**config.mk**
```make
export PLATFORM = sky130hd
export DESIGN_NAME = flash_status_guard
export DESIGN_NICKNAME = d
export VERILOG_FILES = /design/src/rtl/flashsr_pkg.sv /design/src/rtl/flashsr_range.sv /design/src/rtl/flashsr_ctrl.sv /design/src/rtl/flashsr_dp.sv /design/src/rtl/flash_status_guard.sv
export SDC_FILE = /design/constraint.sdc
export NUM_CORES = 1
export LEC_CHECK = 0
export BUFFER_PORTS_ARGS = -buffer_cell sky130_fd_sc_hd__buf_2
export CAP_MARGIN = 20
export CORE_MARGIN = 2
export CORE_UTILIZATION = 58
export DETAILED_ROUTE_END_ITERATION = 10
export PLACE_DENSITY = 0.81
export SLEW_MARGIN = 40
export SYNTH_ARGS = -nofsm -noshare
export SYNTH_HDL_FRONTEND = slang
export SYNTH_SLANG_ARGS = --single-unit
```
**constraint.sdc**
```tcl
create_clock -name clk -period 5.2 [get_ports clk]
set_input_delay 1.04 -clock clk [delete_from_list [all_inputs] [get_ports clk]]
set_output_delay 1.04 -clock clk [all_outputs]
set_load 0.05 [all_outputs]
```
**src/rtl/flashsr_pkg.sv**
```systemverilog
package flashsr_pkg;

  localparam logic [7:0] OP_WREN  = 8'h06;
  localparam logic [7:0] OP_WRDI  = 8'h04;
  localparam logic [7:0] OP_EWSR  = 8'h50;
  localparam logic [7:0] OP_WRSR  = 8'h01;
  localparam logic [7:0] OP_PROG  = 8'h02;
  localparam logic [7:0] OP_WORD  = 8'hAD;
  localparam logic [7:0] OP_SECT  = 8'h20;
  localparam logic [7:0] OP_BLK   = 8'hD8;
  localparam logic [7:0] OP_CHIPA = 8'h60;
  localparam logic [7:0] OP_CHIPB = 8'hC7;

  localparam int BP_W = 3;

  // status bits a status write may change: 7 and 4:2
  localparam logic [7:0] SR_WR_MASK = 8'b1001_1100;

  typedef enum logic [2:0] {
    K_NONE, K_BYTE, K_WORD, K_SECT, K_BLK, K_CHIP
  } kind_t;

  typedef struct packed {
    logic setWel;
    logic clrWel;
    logic clrAai;
    logic writeSr;
    logic startOp;
    logic startAai;
    logic stepAai;
    logic refuse;
  } strobe_t;

endpackage

```
**src/rtl/flashsr_range.sv**
```systemverilog
module flashsr_range
  import flashsr_pkg::*;
#(
  parameter int ADDR_W = 21,
  parameter int SECT_W = 12,
  parameter int BLK_W  = 16,
  parameter int LEVELS = 5
) (
  input  logic [BP_W-1:0]   bpLevel,
  input  kind_t             kind,
  input  logic [ADDR_W-1:0] checkAddr,
  output logic              hit,
  output logic              anyProt,
  output logic [ADDR_W-1:0] protBase
);

  localparam logic [ADDR_W-1:0] ONES      = '1;
  localparam logic [ADDR_W-1:0] SECT_MASK = ADDR_W'((1 << SECT_W) - 1);
  localparam logic [ADDR_W-1:0] BLK_MASK  = ADDR_W'((1 << BLK_W) - 1);
  localparam int SHIFT0 = ADDR_W - LEVELS - 1;

  logic [ADDR_W-1:0] regionHi;

  // lowest protected address for the current level
  always_comb begin
    anyProt = (bpLevel != '0);
    if (bpLevel == '0)
      protBase = ONES;
    else if (int'(bpLevel) <= LEVELS)
      protBase = ONES << (SHIFT0 + int'(bpLevel));
    else
      protBase = '0;
  end

  // highest address touched by the request; protection runs to the top,
  // so the region overlaps it exactly when its top reaches the base
  always_comb begin
    case (kind)
      K_WORD:  regionHi = checkAddr | ADDR_W'(1);
      K_SECT:  regionHi = checkAddr | SECT_MASK;
      K_BLK:   regionHi = checkAddr | BLK_MASK;
      default: regionHi = checkAddr;
    endcase
    if (kind == K_CHIP)
      hit = anyProt;
    else
      hit = anyProt && (regionHi >= protBase);
  end

endmodule

```
**src/rtl/flashsr_ctrl.sv**
```systemverilog
module flashsr_ctrl
  import flashsr_pkg::*;
(
  input  logic       clk,
  input  logic       rstN,
  input  logic       cmdValid,
  input  logic [7:0] cmdOp,
  input  logic       wrProtN,
  input  logic       busy,
  input  logic       wel,
  input  logic       aai,
  input  logic       bpl,
  input  logic       hit,
  output kind_t      kind,
  output strobe_t    st
);

  logic armed;
  logic isWrite;

  always_comb begin
    case (cmdOp)
      OP_PROG:            kind = K_BYTE;
      OP_WORD:            kind = K_WORD;
      OP_SECT:            kind = K_SECT;
      OP_BLK:             kind = K_BLK;
      OP_CHIPA, OP_CHIPB: kind = K_CHIP;
      default:            kind = K_NONE;
    endcase
  end

  assign isWrite = (kind != K_NONE);

  always_comb begin
    st = '0;
    if (cmdValid) begin
      if (cmdOp == OP_WREN) st.setWel = 1'b1;
      if (cmdOp == OP_WRDI) begin
        st.clrWel = 1'b1;
        st.clrAai = 1'b1;
      end
      if (cmdOp == OP_WRSR) begin
        if (!busy && !aai && armed && (wrProtN || !bpl)) st.writeSr = 1'b1;
        else                                             st.refuse  = 1'b1;
      end
      if (isWrite) begin
        if (!wel || busy || hit)      st.refuse   = 1'b1;
        else if (kind == K_WORD)
          if (aai)                    st.stepAai  = 1'b1;
          else                        st.startAai = 1'b1;
        else if (aai)                 st.refuse   = 1'b1;
        else                          st.startOp  = 1'b1;
      end
    end
  end

  // arming lasts exactly until the next command
  always_ff @(posedge clk or negedge rstN) begin
    if (!rstN)         armed <= 1'b0;
    else if (cmdValid) armed <= (cmdOp == OP_EWSR) || (cmdOp == OP_WREN);
  end

  AST_ONE_ACTION: assert property (@(posedge clk) disable iff (!rstN)
    $onehot0({st.startOp, st.startAai, st.stepAai, st.writeSr, st.refuse}));

  AST_IDLE_QUIET: assert property (@(posedge clk) disable iff (!rstN)
    !cmdValid |-> (st == '0));

endmodule

```
**src/rtl/flashsr_dp.sv**
```systemverilog
module flashsr_dp
  import flashsr_pkg::*;
#(
  parameter int ADDR_W = 21
) (
  input  logic              clk,
  input  logic              rstN,
  input  strobe_t           st,
  input  kind_t             kind,
  input  logic [ADDR_W-1:0] cmdAddr,
  input  logic [7:0]        cmdData,
  input  logic              wrProtN,
  input  logic              opDone,
  input  logic              anyProt,
  input  logic [ADDR_W-1:0] protBase,
  output logic [ADDR_W-1:0] checkAddr,
  output logic [7:0]        statusByte,
  output logic              busy,
  output logic              wel,
  output logic              aai,
  output logic              bpl,
  output logic [BP_W-1:0]   bpLevel,
  output logic              opGrant,
  output logic              opRefuse,
  output logic [ADDR_W-1:0] opAddr
);

  logic [ADDR_W:0]   wordPtr;
  logic [ADDR_W:0]   ptrNext;
  logic              aaiExit;
  logic [7:0]        srNext;

  assign statusByte = {bpl, aai, 1'b0, bpLevel, wel, busy};
  assign srNext     = (cmdData & SR_WR_MASK) | (statusByte & ~SR_WR_MASK);

  always_comb begin
    if (kind == K_WORD)
      checkAddr = aai ? wordPtr[ADDR_W-1:0] : {cmdAddr[ADDR_W-1:1], 1'b0};
    else
      checkAddr = cmdAddr;
  end

  assign ptrNext = {1'b0, checkAddr} + (ADDR_W+1)'(2);
  assign aaiExit = wordPtr[ADDR_W] || (anyProt && (wordPtr[ADDR_W-1:0] >= protBase));

  always_ff @(posedge clk or negedge rstN) begin
    if (!rstN) begin
      busy     <= 1'b0;
      wel      <= 1'b0;
      aai      <= 1'b0;
      bpl      <= 1'b0;
      bpLevel  <= '1;
      wordPtr  <= '0;
      opGrant  <= 1'b0;
      opRefuse <= 1'b0;
      opAddr   <= '0;
    end else begin
      opGrant  <= 1'b0;
      opRefuse <= st.refuse;
      if (opDone && busy) begin
        busy <= 1'b0;
        if (!aai) wel <= 1'b0;
        else if (aaiExit) begin
          aai <= 1'b0;
          wel <= 1'b0;
        end
      end
      if (st.setWel) wel <= 1'b1;
      if (st.clrWel) wel <= 1'b0;
      if (st.clrAai) aai <= 1'b0;
      if (st.writeSr) begin
        bpLevel <= srNext[4:2];
        bpl     <= srNext[7];
        wel     <= 1'b0;
      end
      if (st.startOp || st.startAai || st.stepAai) begin
        busy    <= 1'b1;
        opGrant <= 1'b1;
        opAddr  <= checkAddr;
      end
      if (st.startAai || st.stepAai) begin
        aai     <= 1'b1;
        wordPtr <= ptrNext;
      end
    end
  end

  AST_NO_GRANT_REFUSE: assert property (@(posedge clk) disable iff (!rstN)
    !(opGrant && opRefuse));

  AST_BPL_STICKY: assert property (@(posedge clk) disable iff (!rstN)
    (!wrProtN && bpl) |=> bpl);

  AST_BP_LOCKED: assert property (@(posedge clk) disable iff (!rstN)
    (!wrProtN && bpl) |=> $stable(bpLevel));

  AST_GRANT_NEEDS_WEL: assert property (@(posedge clk) disable iff (!rstN)
    opGrant |-> $past(wel));

  AST_GRANT_SETS_BUSY: assert property (@(posedge clk) disable iff (!rstN)
    opGrant |-> busy);

  AST_AAI_NEEDS_WEL: assert property (@(posedge clk) disable iff (!rstN)
    aai |-> wel);

  AST_CHIP_CLEAR: assert property (@(posedge clk) disable iff (!rstN)
    (st.startOp && kind == K_CHIP) |-> (bpLevel == '0));

endmodule

```
**src/rtl/flash_status_guard.sv**
```systemverilog
module flash_status_guard
  import flashsr_pkg::*;
#(
  parameter int ADDR_W = 21,
  parameter int SECT_W = 12,
  parameter int BLK_W  = 16,
  parameter int LEVELS = 5
) (
  input  logic              clk,
  input  logic              rstN,
  input  logic              cmdValid,
  input  logic [7:0]        cmdOp,
  input  logic [ADDR_W-1:0] cmdAddr,
  input  logic [7:0]        cmdData,
  input  logic              wrProtN,
  input  logic              opDone,
  output logic [7:0]        statusByte,
  output logic              opGrant,
  output logic              opRefuse,
  output logic [ADDR_W-1:0] opAddr
);

  kind_t             kind;
  strobe_t           st;
  logic              busy, wel, aai, bpl, hit, anyProt;
  logic [BP_W-1:0]   bpLevel;
  logic [ADDR_W-1:0] protBase;
  logic [ADDR_W-1:0] checkAddr;

  flashsr_ctrl uCtrl (
    .clk(clk), .rstN(rstN), .cmdValid(cmdValid), .cmdOp(cmdOp),
    .wrProtN(wrProtN), .busy(busy), .wel(wel), .aai(aai), .bpl(bpl),
    .hit(hit), .kind(kind), .st(st)
  );

  flashsr_range #(.ADDR_W(ADDR_W), .SECT_W(SECT_W), .BLK_W(BLK_W), .LEVELS(LEVELS)) uRange (
    .bpLevel(bpLevel), .kind(kind), .checkAddr(checkAddr),
    .hit(hit), .anyProt(anyProt), .protBase(protBase)
  );

  flashsr_dp #(.ADDR_W(ADDR_W)) uDp (
    .clk(clk), .rstN(rstN), .st(st), .kind(kind), .cmdAddr(cmdAddr),
    .cmdData(cmdData), .wrProtN(wrProtN), .opDone(opDone),
    .anyProt(anyProt), .protBase(protBase), .checkAddr(checkAddr),
    .statusByte(statusByte), .busy(busy), .wel(wel), .aai(aai), .bpl(bpl),
    .bpLevel(bpLevel), .opGrant(opGrant), .opRefuse(opRefuse), .opAddr(opAddr)
  );

endmodule

```
==> impl_metrics.ini <==
[pwr]
power-per-cell-area_nw_per_um2 = 166
max-vdd-ir-drop_v = 0.000133
clock_power_share_pct = 34.3
power.static_leakage_nw = 2.50
swShare_pct = 27.2
power.switching_mw = 0.236
totalPowerFinal_mw = 0.865
comb_power_share_pct = 16.4
p_int_mw = 0.629
seq_power_share_pct = 49.3

[finish]
fillerInstances = 641
antenna_cells_inserted = 0
syn_to_final_growth_pct = 13.7
design.final.nets = 688
final_layout_size_suffix_gt1_share_pct = 21.1

[synth]
ys_seq_elements = 53
yosysWarnings = 0
synth_edf_count = 0
post_synth.cell_area_avg_um2 = 8.67
yosys.cell_types.count = 77
synth_top_area_share_pct = 27.4
synth_commonest_cells = 75 x nand2_1, 50 x dfrtp_1, 50 x ha_1, 42 x a21oi_1, 36 x inv_1
synth_area_leaders = dfrtp_1 27%, ha_1 14%, nand2_1 6.2%
synth.most_common_cell = nand2_1
yosysSeqAreaShare_pct = 29.1
syn_inst = 527
synth.largest_area_cell = dfrtp_1
post_synth_arst_share_pct = 100
synth_flop_type = dfrtp_1
netlist_area_um2 = 4570
number_of_nets_produced_by_synthesis = 619

[timing]
worst_clock_skew_ps = 5.45
drv_slew = 0
setup_viol = 0
setup-tns-final_ps = 0
hold_violations = 0
grt_setup_unrepaired = no
worst-slew-pin-transition_ps = 713
min_period_over_period_pct = 92.3
fmax_mhz = 208
timing.final.crit_period_ps = 4800
slew_headroom_pct = 52.1

[setup_path]
cp.required_ps = 5380
cp_data_arrival_time_ps = 4990
worstSetupPathDepth = 14
timing.critical_path.buf_inv = 2
critical_path_class = input pin to register
critical_path.top_delay_family = simple AND/OR/NAND/NOR gates
start_kind = input pin
crit_path_cell_trace = buf_2, nand4b_1, nor3_4, buf_12, mux2i_1, nand2_1, ha_1, a211oi_2, nor2_1, a2111oi_2, a21oi_1, or4b_4, a2111oi_0, nor3_1
critical_path.max_stage_delay_ps = 680
kind_of_end_point_of_the_critical_path = register
cp_max_fo = 26
highest_delay_cell_along_the_critical_path = or4b_4
r2r_cells = 13

[global_routing]
global_route_wire_length_before_repair_mm = 19.8
grt_start_max_net_pins = 54
grt_overflow = 0
antenna_found_initial = 0
via_count_of_the_first_global_routing_pass = 4087
grtUsageTotal_pct = 28.7

[clock_network]
cts_resized = 0
clock_buffers_created_by_tritoncts = 5
clkSlewWorstSetupHoldPaths_ps = 90
numClockSinks = 53
ctsHtreeMaxLevel = 2
post-cts-setup-buffers = 0
cts_hold_buf = 0
max-clock-path-buffers = 2
clock_tree.root_cell = clkbuf_8
clock_insertion_delay_worst_skew_ps = 310
cts_tree = done

[detailed_routing]
wirelength_mm = 12.0
detail_route.iter0.violations = 400
detail_route.wl_per_cell_um = 17.2
route.detailed.vias_per_inst = 6.16
drt_pass1_iterations = 5
drc_errors = 0
antenna_violating_nets_post_route = 0
dr_total_vias = 4306

[outcome]
outcome = completed

[floorplan]
num_rows = 32
die_w_um = 92.8
number_of_top_level_design_ports = 73
initial_core_util_pct = 59.4
dieArea_um2 = 8600
die_h_um = 92.8
core-area_um2 = 7690

[placement]
port_buffers = 67
dp.final_hpwl_mm = 9.11
gp_weighted_congestion = 0.962

[min_path]
min-delay-path-class = register to register
holdPathStages = 1

[job]
maxCapViolations = 0
-- placed cells by master (no fill, tap or decap), types with 6 or more instances in the layout --
| cell | n |
|---|---|
| nand2_1 | 75 |
| buf_2 | 67 |
| ha_1 | 50 |
| dfrtp_1 | 50 |
| a21oi_1 | 42 |
| inv_1 | 36 |
| o21ai_0 | 31 |
| mux2i_1 | 24 |
| nand3_1 | 23 |
| nor2_1 | 18 |
| buf_4 | 17 |
| a21o_1 | 10 |
| nand2b_1 | 9 |
| nand4_1 | 9 |
| mux2_1 | 8 |
| mux2_2 | 7 |
| xnor2_1 | 7 |
| and3_1 | 6 |
| clkbuf_8 | 6 |
-- power groups by stage --
stage                     registers [mW]  logic, mW  clock network [mW]
after detailed placement           0.434      0.140                   0
after global routing               0.427      0.158               0.315
after global placement             0.434      0.135                   0
after floorplan                    0.434     0.0841                   0
after CTS                          0.426      0.141               0.301
final                              0.427      0.142               0.296
-- per-stage QoR --
step	hold slack (ps)	std cells	setup WS, ps	utilization (%)	instance area, um^2
finish	487	699	399	67.6	5190
global route	513	699	144	67.6	5190
global placement	462	691	278	66.1	5080
CTS	493	699	465	67.6	5190
floorplan	449	527	562	-	4570
detailed placement	471	691	146	66.1	5080
-- logic make-up (layout without fill, tap and decap cells) --
| family | Yosys count | in the layout | synth area share, % |
|---|---|---|---|
| and+or+nand+nor | 178 | 178 | 20.6 |
| AOI/OAI and AO/OA | 135 | 135 | 19.4 |
| buffers and inverters | 62 | 132 | 6.27 |
| DFF | 53 | 53 | 29.1 |
| adders and majority gates | 50 | 50 | 13.7 |
| muxes | 40 | 40 | 9.26 |
| xor gates and xnor gates | 8 | 8 | 1.53 |
| other | 1 | 1 | 0.0821 |
-- layout make-up --
class	count	area, um^2	area share [%]
clock buffer	7	86.3	1.66
clock inverter	1	30.0	0.578
inverter	37	139	2.67
multi-input combinational	412	2960	57.0
sequential	53	1330	25.6
tap	102	128	2.46
timing repair buffer	87	523	10.1
-- path summary, 6_finish.rpt --
check	startpoint	end	slack (ps)
worst max-delay path	cmdOp[1]	uDp.wordPtr[14]	400
worst min-delay path	uDp.opAddr[19]	uDp.opAddr[19]	490
worst max register to register	uDp.aai	uDp.wordPtr[14]	860
worst min register to register	uDp.opAddr[19]	uDp.opAddr[19]	490
max in group asynchronous	rstN	uDp.bpl	3900
min in group asynchronous	rstN	uDp.opGrant	820
-- metal layers --
layer | part of all wire (%) | up-vias | track usage, %
li1 | - | 2054 | -
met1 | 45 | 2010 | 39.8
met2 | 46 | 210 | 46.4
met3 | 6.9 | 32 | 3.58
met4 | 2.3 | 0 | 10.2
met5 | 0 | - | 0
-- state kept, by name, summed over array words and instances, names as in the netlist --
name	cells
uDp.bpl	1
uDp.opAddr	21
uDp.wel	1
uDp.wordPtr	22
uDp.opGrant	1
uDp.bpLevel	3
uDp.busy	1
uDp.opRefuse	1
uCtrl.armed	1
uDp.aai	1
-- worst reg2reg max path: cells and delay by family (launching register included) --
family	cells	cell delay [ps]
simple gates	5	1280
compound gates	4	1210
flops	1	600
buf+inv	2	480
fa+ha+maj	1	340
mux	1	300
Power figures use the tool's default switching activity.
